[config.mk]
export PLATFORM = sky130hd
export DESIGN_NAME = dac_trig_regs
export DESIGN_NICKNAME = d
export VERILOG_FILES = /design/src/rtl/dac_trig_pkg.sv /design/src/rtl/dac_edge_det.sv /design/src/rtl/dac_trig_sel.sv /design/src/rtl/dac_chan.sv /design/src/rtl/dac_trig_regs.sv
export SDC_FILE = /design/constraint.sdc
export NUM_CORES = 1
export LEC_CHECK = 0
export ABC_CLOCK_PERIOD_IN_PS = 1900
export BUFFER_PORTS_ARGS = -buffer_cell sky130_fd_sc_hd__buf_2
export CELL_PAD_IN_SITES_DETAIL_PLACEMENT = 0
export CELL_PAD_IN_SITES_GLOBAL_PLACEMENT = 1
export CORE_UTILIZATION = 36
export CTS_CLUSTER_SIZE = 10
export DETAILED_ROUTE_END_ITERATION = 8
export PLACE_DENSITY_LB_ADDON = 0.1
export SYNTH_ARGS = -nofsm -noshare
export SYNTH_HDL_FRONTEND = slang
export SYNTH_SLANG_ARGS = --single-unit
[constraint.sdc]
create_clock -name clk -period 1.9 [get_ports clk]
set_clock_uncertainty 0.05 [all_clocks]
set_input_delay 0.095 -clock clk [delete_from_list [all_inputs] [get_ports clk]]
set_output_delay 0.095 -clock clk [all_outputs]
set_load 0.01 [all_outputs]
[src/rtl/dac_trig_pkg.sv]
package dac_trig_pkg;

    typedef enum logic [1:0] {
        CH_OFF    = 2'd0,
        CH_DIRECT = 2'd1,
        CH_ARMED  = 2'd2
    } ch_state_e;

    typedef struct packed {
        logic [3:0] tsel;
        logic       ten;
        logic       en;
    } ch_cfg_t;

    localparam int unsigned CFG_W     = 6;
    localparam int unsigned CH_STRIDE = 16;
    localparam int unsigned NUM_CH    = 2;

    localparam int unsigned OFS_CTRL   = 'h00;
    localparam int unsigned OFS_SWTRIG = 'h04;
    localparam int unsigned OFS_HOLD1  = 'h08;
    localparam int unsigned OFS_HOLD2  = 'h14;
    localparam int unsigned OFS_OUT1   = 'h2C;
    localparam int unsigned OFS_OUT2   = 'h30;

endpackage

[src/rtl/dac_edge_det.sv]
module dac_edge_det #(
    parameter int unsigned N = 7
) (
    input  logic         clk,
    input  logic         rst_n,
    input  logic [N-1:0] lvl,
    output logic [N-1:0] rise
);
    logic [N-1:0] lvl_q;

    always_ff @(posedge clk) begin
        if (!rst_n) lvl_q <= '0;
        else        lvl_q <= lvl;
    end

    assign rise = lvl & ~lvl_q;

    // a level held high never yields two rise pulses in a row
    assert_single_pulse_R7: assert property (@(posedge clk) disable iff (!rst_n)
        (rise != '0) |=> ((rise & $past(rise)) == '0));

endmodule

[src/rtl/dac_trig_sel.sv]
module dac_trig_sel #(
    parameter int unsigned N     = 7,
    parameter int unsigned SEL_W = 4
) (
    input  logic [SEL_W-1:0] sel,
    input  logic             sw,
    input  logic [N-1:0]     ext_rise,
    output logic             hit
);
    always_comb begin
        hit = 1'b0;
        if (sel == '0) hit = sw;
        for (int i = 0; i < N; i++) begin
            if (sel == SEL_W'(i + 1)) hit = ext_rise[i];
        end
    end
endmodule

[src/rtl/dac_chan.sv]
module dac_chan
    import dac_trig_pkg::*;
#(
    parameter int unsigned DATA_W = 12
) (
    input  logic              clk,
    input  logic              rst_n,
    input  logic              en,
    input  logic              ten,
    input  logic              hold_wr,
    input  logic [DATA_W-1:0] hold_wdata,
    input  logic              trig_hit,
    output logic [DATA_W-1:0] hold_q,
    output logic [DATA_W-1:0] dor_q,
    output ch_state_e         state_o
);
    ch_state_e state_q, state_d;

    always_comb begin
        if (!en)       state_d = CH_OFF;
        else if (!ten) state_d = CH_DIRECT;
        else           state_d = CH_ARMED;
    end

    always_ff @(posedge clk) begin
        if (!rst_n) state_q <= CH_OFF;
        else        state_q <= state_d;
    end

    always_ff @(posedge clk) begin
        if (!rst_n)       hold_q <= '0;
        else if (hold_wr) hold_q <= hold_wdata;
    end

    always_ff @(posedge clk) begin
        if (!rst_n) begin
            dor_q <= '0;
        end else begin
            unique case (state_q)
                CH_OFF:    dor_q <= '0;
                CH_DIRECT: dor_q <= hold_wr ? hold_wdata : hold_q;
                CH_ARMED:  if (trig_hit) dor_q <= hold_q;
                default:   dor_q <= '0;
            endcase
        end
    end

    assign state_o = state_q;

    assert_off_zero_R9: assert property (@(posedge clk) disable iff (!rst_n)
        (state_q == CH_OFF) |=> (dor_q == '0));

    assert_direct_write_R4: assert property (@(posedge clk) disable iff (!rst_n)
        (state_q == CH_DIRECT && hold_wr) |=> (dor_q == $past(hold_wdata)));

    assert_armed_hold_R5: assert property (@(posedge clk) disable iff (!rst_n)
        (state_q == CH_ARMED && !trig_hit) |=> $stable(dor_q));

    assert_armed_copy_R11: assert property (@(posedge clk) disable iff (!rst_n)
        (state_q == CH_ARMED && trig_hit) |=> (dor_q == $past(hold_q)));

endmodule

[src/rtl/dac_trig_regs.sv]
module dac_trig_regs
    import dac_trig_pkg::*;
#(
    parameter int unsigned DATA_W  = 12,
    parameter int unsigned NUM_EXT = 7,
    parameter int unsigned ADDR_W  = 6,
    parameter int unsigned BUS_W   = 32,
    parameter int unsigned SEL_W   = 4
) (
    input  logic              clk,
    input  logic              rst_n,
    input  logic              reg_wr,
    input  logic [ADDR_W-1:0] reg_addr,
    input  logic [BUS_W-1:0]  reg_wdata,
    output logic [BUS_W-1:0]  reg_rdata,
    input  logic [NUM_EXT-1:0] tmr_trig,
    output logic [DATA_W-1:0] dac_out1,
    output logic [DATA_W-1:0] dac_out2
);
    localparam int unsigned HOLD_OFS [NUM_CH] = '{OFS_HOLD1, OFS_HOLD2};
    localparam int unsigned OUT_OFS  [NUM_CH] = '{OFS_OUT1, OFS_OUT2};

    ch_cfg_t            cfg_q   [NUM_CH];
    logic [NUM_CH-1:0]  swtrig_q;
    logic [NUM_EXT-1:0] ext_rise;
    logic [DATA_W-1:0]  hold    [NUM_CH];
    logic [DATA_W-1:0]  dor     [NUM_CH];
    ch_state_e          state   [NUM_CH];
    logic [NUM_CH-1:0]  hit;

    logic wr_ctrl, wr_sw;
    assign wr_ctrl = reg_wr && (reg_addr == ADDR_W'(OFS_CTRL));
    assign wr_sw   = reg_wr && (reg_addr == ADDR_W'(OFS_SWTRIG));

    logic unused_wdata;
    assign unused_wdata = ^reg_wdata;

    always_ff @(posedge clk) begin
        if (!rst_n) swtrig_q <= '0;
        else        swtrig_q <= wr_sw ? reg_wdata[NUM_CH-1:0] : '0;
    end

    dac_edge_det #(.N(NUM_EXT)) u_edge (
        .clk  (clk),
        .rst_n(rst_n),
        .lvl  (tmr_trig),
        .rise (ext_rise)
    );

    for (genvar c = 0; c < NUM_CH; c++) begin : g_ch
        always_ff @(posedge clk) begin
            if (!rst_n)       cfg_q[c] <= '0;
            else if (wr_ctrl) cfg_q[c] <= reg_wdata[c*CH_STRIDE +: CFG_W];
        end

        dac_trig_sel #(.N(NUM_EXT), .SEL_W(SEL_W)) u_sel (
            .sel     (cfg_q[c].tsel),
            .sw      (swtrig_q[c]),
            .ext_rise(ext_rise),
            .hit     (hit[c])
        );

        dac_chan #(.DATA_W(DATA_W)) u_chan (
            .clk       (clk),
            .rst_n     (rst_n),
            .en        (cfg_q[c].en),
            .ten       (cfg_q[c].ten),
            .hold_wr   (reg_wr && (reg_addr == ADDR_W'(HOLD_OFS[c]))),
            .hold_wdata(reg_wdata[DATA_W-1:0]),
            .trig_hit  (hit[c]),
            .hold_q    (hold[c]),
            .dor_q     (dor[c]),
            .state_o   (state[c])
        );

        assert_reserved_sel_R8: assert property (@(posedge clk) disable iff (!rst_n)
            (state[c] == CH_ARMED && cfg_q[c].tsel > SEL_W'(NUM_EXT)) |=> $stable(dor[c]));
    end

    always_comb begin
        reg_rdata = '0;
        if (reg_addr == ADDR_W'(OFS_CTRL)) begin
            for (int c = 0; c < NUM_CH; c++) reg_rdata[c*CH_STRIDE +: CFG_W] = cfg_q[c];
        end
        if (reg_addr == ADDR_W'(OFS_SWTRIG)) reg_rdata[NUM_CH-1:0] = swtrig_q;
        for (int c = 0; c < NUM_CH; c++) begin
            if (reg_addr == ADDR_W'(HOLD_OFS[c])) reg_rdata[DATA_W-1:0] = hold[c];
            if (reg_addr == ADDR_W'(OUT_OFS[c]))  reg_rdata[DATA_W-1:0] = dor[c];
        end
    end

    assign dac_out1 = dor[0];
    assign dac_out2 = dor[1];

    // a software trigger bit lives for one cycle unless rewritten
    assert_sw_selfclear_R6: assert property (@(posedge clk) disable iff (!rst_n)
        (swtrig_q != '0 && !wr_sw) |=> (swtrig_q == '0));

endmodule

Word-level counts from Yosys, hierarchy flattened
Memories as Yosys holds them, arrays and structs flattened.
Cells that the tools add are included.
- eq/ne operators: 25
- mux-type cells: 37
- bitwise logic cells: 4
- reductions and logical operators: 10
- operator list (cell ; count):
    12-bit two-way mux ; 8
    12-bit case mux with 2 select lines ; 2
    4-bit by 3-bit == test with 1-bit output (second input constant) ; 8
    6-bit two-way mux ; 4
    1-bit two-way mux ; 20
    4-bit by 2-bit == test with 1-bit output (second input constant) ; 4
    6-bit == test (second input constant) ; 2
    4-bit by 1-bit == test with 1-bit output (second input constant) ; 2
    4-bit zero test ; 2
    7-bit bitwise AND ; 1
    7-bit inverter ; 1
    6-bit by 3-bit == test with 1-bit output (second input constant) ; 1
    6-bit by 4-bit == test with 1-bit output (second input constant) ; 1
    6-bit by 5-bit == test with 1-bit output (second input constant) ; 1
    6-bit zero test ; 1
    2-bit two-way mux ; 3
    2-bit AND reduction ; 3
    2-bit by 1-bit == test with 1-bit output (second input constant) ; 2
    2-bit == test (second input constant) ; 2
    1-bit logical AND ; 4
    2-bit by 1-bit inequality test with 1-bit output (second input constant) ; 2
    1-bit OR ; 2
- flip-flop bits (word level): 61
- memory bits (writable): 12
- bits of input ports: 48
- memories: 1
- memories (memory ; depth ; width ; read ports ; clocked after Yosys merged registers in ; write ports ; RTL line ; source):
    cfg_q ; 2 ; 6 ; 2 ; 0 ; 2 ; dac_trig_regs.sv:23 ; ch_cfg_t cfg_q [NUM_CH];

Depth between registers and ports, before layout
An unclocked memory read counts as a cell.
- depth after elaboration: 12
- depth in mapped cells: 7

Hierarchy
Synthesis repeated with hierarchy kept, for this count alone.
- cell total of the unflattened synthesis: 355
- area total of the unflattened synthesis: 3553.4 um2
- modules (own cells, without submodules) (module ; instances ; cells an instance ; area an instance (um2) ; sequential area each (um2)):
    dac_chan ; 2 ; 92 ; 1012.2 ; 520.5
    dac_trig_regs ; 1 ; 134 ; 1153.6 ; 400.4
    dac_edge_det ; 1 ; 21 ; 227.7 ; 140.1
    dac_trig_sel ; 2 ; 8 ; 73.8 ; 0.0

Least setup slack after synthesis
OpenSTA, ideal clock, no wires.
- path type: register to register
- start point: memory cfg_q[0][4] (netlist bit)
- end point: register g_ch[0].u_chan.dor_q[1]
- setup time: 84 ps
- arrival: 1717 ps
- data required time: 1766 ps
- setup slack: 49 ps
- cell stages (with the launch flop): 6
- clock period less this slack: 1851 ps
- cells stage by stage: edfxtp_1 mux4_2 a221oi_4 buf_6 nand3_1 o31ai_2
- RTL lines (element ; RTL line ; source):
    start, declared ; dac_trig_regs.sv:23 ;
    end signal, assigned ; dac_chan.sv:41 ; CH_DIRECT: dor_q <= hold_wr ? hold_wdata : hold_q;
    end signal, assigned ; dac_chan.sv:42 ; CH_ARMED: if (trig_hit) dor_q <= hold_q;
    end, declared ; dac_chan.sv:14 ; output logic [DATA_W-1:0] dor_q,

==> summary.md <==
| Metric | Value |
|---|---|
| Max Root-Sink Buffers | `2` |
| Largest net degree at the start of global routing | `27` |
| Startpoint class of the critical path | `flip-flop` |
| CP Capture Type | `flip-flop` |
| Cell depth of the worst min-delay path | `3` |
| Master of the slowest instance on the critical path | `mux4_2` |
| Top fanout value on the critical path | `6` |
| Per-cell via count in the routed design | `5.22` |
| Post-detailed-route wirelength per cell | `~17 um` |
| Vertical die dimension | `106 um` |
| Synthesis-to-layout area growth | `32.6%` |
| Number of maximum-capacitance constraint violations | `0` |
| Worst Hold Path EP | `g_ch[1].u_chan.hold_q[5]$_SDFF_PN0_` |
| First-pass GRT wire length | `between 15 and 20 mm` |
| Final worst slack | `-0.0370 ns` |
| Total number of vias | `3,474` |
| Violation count after the first detailed-routing iteration | `about 240` |
| Sequential share of the synthesized area | `0.407` |
| Chip Width | `106 um` |
| Post-synthesis compound-gate area fraction | `0.195` |
| Reg-to-reg critical path startpoint | `cfg_q[0][4]$_SDFFCE_PN0P_` |
| Top delay family on crit path | `multiplexers` |
| Fraction of final layout cells sized beyond drive strength 1 | `0.326` |
| Clock transition at the registers of the reported paths | `~0.08 ns` |
| Most common cell after layout, fill and taps aside | `buf_2` |
| Hold violation count in the final report | `0` |
| Antenna cell count | `0` |
| Routed wire length on met3 | `655 um` |
| Post-synthesis sequential element count | `73` |
| Global-route usage over all layers | `0.212` |
| Via count of the first global-routing pass | `3,294` |
| Wire length reported by the detailed router | `between 10 and 15 mm` |
| Signal arrival time at the worst endpoint | `between 2 and 2.5 ns` |
| Result of the run | `finished, violations left` |
| I/O Buffers | `75` |
| XOR/XNOR Fraction of Synth Area | `0` |
| Combinational family with the most area after synthesis | `simple AND/OR/NAND/NOR gates` |
| Endpoint of the most critical register-to-register path | `g_ch[0].u_chan.dor_q[1]$_SDFFE_PN0P_` |
| Kind of critical path | `flip-flop to flip-flop` |
| Depth of the CTS H-tree | `3` |
| Number of enable flip-flop cells after synthesis | `12` |
| Post-synthesis simple-gate area fraction | `0.233` |
| Placed Area | `0.00448 mm2` |
| Number of routed nets with antenna violations | `0` |
| Final design utilization | `0.495` |
| Required time worst endpoint | `2.12 ns` |
| Setup repair after global routing missed its margin | `true` |
| Maximum clock rate | `around 520 MHz` |
| Violations in the final reports | `setup timing` |
| Average cell area after synthesis | `9.46 um2` |
| Worst Reg2Reg Path Length in Cells | `6` |
| Critical path's largest stage delay | `0.58 ns` |
| Register-to-register setup slack | `-0.04 ns` |
| Number of distinct library cell variants in the gate-level netlist after synthesis | `roughly 50` |
| Post-route cell area | `0.00515 mm2` |
| Top Ports | `104` |
| Place WS | `-0.0218 ns` |
| Total number of clock tree sinks | `73` |
| Number of nets in the finished design | `approximately 580` |
| Leakage power total | `2.11 nW` |
| Worst IR Drop VDD | `0.292 mV` |
| Dominant synthesized flop cell | `dfxtp_1` |
| Hold path startpoint | `reg_wdata[5]` |
| Warnings, synthesis | `0` |
| Number of DRC violations after detailed routing | `0` |
| Floorplan die area | `0.0112 mm2` |
| Power Density | `633 mW/mm2` |
| CTS tree | `built` |
| Max-slew violations | `0` |
| Clock latency at the later pin of the worst-skew pair | `around 0.35 ns` |
| Commonest cells after routing, fill and taps aside | `buf_2 (74), dfxtp_1 (61), nand2_1 (48)` |
| Synth Instances | `411` |
| Post-synthesis instance area | `0.00389 mm2` |
| Met2 wire length | `4.87 mm` |
| Relative max-transition margin | `0.515` |
| Multiplexer area fraction after synthesis | `0.0734` |
| Total global routing overflow | `0` |
| Path category of the worst min-delay check | `input port to flip-flop` |
| Rows | `37` |
| Top metal layer carrying routed signals | `met4` |
| Crit share post-route | `1.02` |
| Number of antenna violations at the first check in global routing | `0` |
| Final setup violation count | `13` |
| Proportion of synthesized flip-flops having asynchronous set or reset | `0` |
| Worst Tran Pin Value | `0.728 ns` |
| Placeable core region | `roughly 0.010 mm2` |
| Final GP Congestion | `0.815` |
| Cells along the critical path | `mux4_2, a221oi_4, buf_6, clkbuf_16, nand3_2, o31ai_2` |
| Drt first pass iters | `5` |
| Synthesized-area fraction occupied by adder cells | `0.0129` |
| Number of buffers created by CTS | `9` |
| Wire length on met1 | `5.75 mm` |
| Detail Placement HPWL | `8.10 mm` |
| Critical path buffer and inverter count | `2` |
| Min Tclk post-route | `1.94 ns` |
| Clk Tree Root Cell | `clkbuf_8` |
| Effective utilization at floorplan | `0.373` |
[synth_stat cells, drive strengths merged (6+ instances only)]
library cell	count	share of area
a21boi	12	0.023
a21oi	8	0.010
a222oi	8	0.021
a22oi	12	0.023
a32o	8	0.021
a32oi	12	0.027
and2	33	0.053
and3	9	0.016
buf	30	0.054
clkbuf	15	0.014
dfxtp	61	0.31
edfxtp	12	0.093
inv	9	0.0087
mux2	12	0.041
mux2i	6	0.015
nand2	48	0.046
nand3	29	0.037
nand4	6	0.0097
nor2	22	0.025
nor2b	10	0.016
o31ai	16	0.044
[cells by family after synthesis]
| logic type | Yosys count |
|---|---|
| AOI/OAI and AO/OA | 87 |
| DFF | 73 |
| other | 1 |
| and+or+nand+nor | 171 |
| adders and majority gates | 4 |
| buffers and inverters | 54 |
| muxes | 21 |
[area by class of cell]
cell class,instances,area [um2]
fill,1036,5260
multi-input combinational,297,2180
sequential,73,1580
timing repair buffer,135,985
tap,136,170
clock buffer,9,124
clock inverter,7,77.6
inverter,9,33.8
[flip-flops by register name, indices dropped and copies added, names as in the netlist]
| signal | count |
|---|---|
| g_ch.u_chan.state_o | 4 |
| swtrig_q | 2 |
| u_edge.lvl_q | 7 |
| g_ch.u_chan.dor_q | 24 |
| cfg_q | 12 |
| g_ch.u_chan.hold_q | 24 |
[worst max-delay path by stage]
stage	from	end	slack (ns)	depth (start not counted)
after floorplan	cfg_q[0][4]$_SDFFCE_PN0P_	g_ch[0].u_chan.dor_q[1]$_SDFFE_PN0P_	0.05	5
after global placement	cfg_q[1][2]$_SDFFCE_PN0P_	g_ch[1].u_chan.dor_q[9]$_SDFFE_PN0P_	-0.03	5
after detailed placement	cfg_q[1][2]$_SDFFCE_PN0P_	g_ch[1].u_chan.dor_q[10]$_SDFFE_PN0P_	-0.02	5
after CTS	cfg_q[0][4]$_SDFFCE_PN0P_	g_ch[0].u_chan.dor_q[5]$_SDFFE_PN0P_	-0.04	5
after global routing	cfg_q[0][4]$_SDFFCE_PN0P_	g_ch[0].u_chan.dor_q[4]$_SDFFE_PN0P_	-0.1	6
final	cfg_q[0][4]$_SDFFCE_PN0P_	g_ch[0].u_chan.dor_q[1]$_SDFFE_PN0P_	-0.04	6
[per-layer routing]
metal,vias up,global-route usage
li1,1708,-
met1,1648,0.324
met2,110,0.309
met3,8,0.0331
met4,0,0.0536
met5,-,0
[power by group]
| part | internal, W | switching [W] | total, W |
|---|---|---|---|
| Sequential | 0.00160 | 0.0000193 | 0.00162 |
| Combinational | 0.000163 | 0.000199 | 0.000362 |
| Clock | 0.000621 | 0.000663 | 0.00128 |
[worst register-to-register path, cell delays in order (launching register included)]
cell and delay [ns]:
edfxtp_1 0.47, mux4_2 0.58, a221oi_4 0.29, buf_6 0.16
clkbuf_16 0.16, nand3_2 0.08, o31ai_2 0.07
[stage by stage]
stage | TNS [ns] | cells | total power [W] | hold slack, ns
3_3_place_gp | -0.192 | 619 | 0.00195 | 0.263
5_1_grt | -1.11 | 666 | 0.00340 | 0.0372
6_report | -0.296 | 666 | 0.00326 | 0.0107
4_1_cts | -0.284 | 661 | 0.00325 | 0.00404
3_5_place_dp | -0.200 | 619 | 0.00195 | 0.271
2_1_floorplan | 0 | 424 | 0.00183 | 0.157
[repair_timing]
item,4_1_cts,5_1_grt
gates cloned,0,2
pin swaps,0,8
endpoints found under the hold margin,24,0
hold buffers,26,0
resized for setup,2,25
setup buffers,0,3
setup endpoints to repair,21,29
Power figures use the tool's default switching activity.
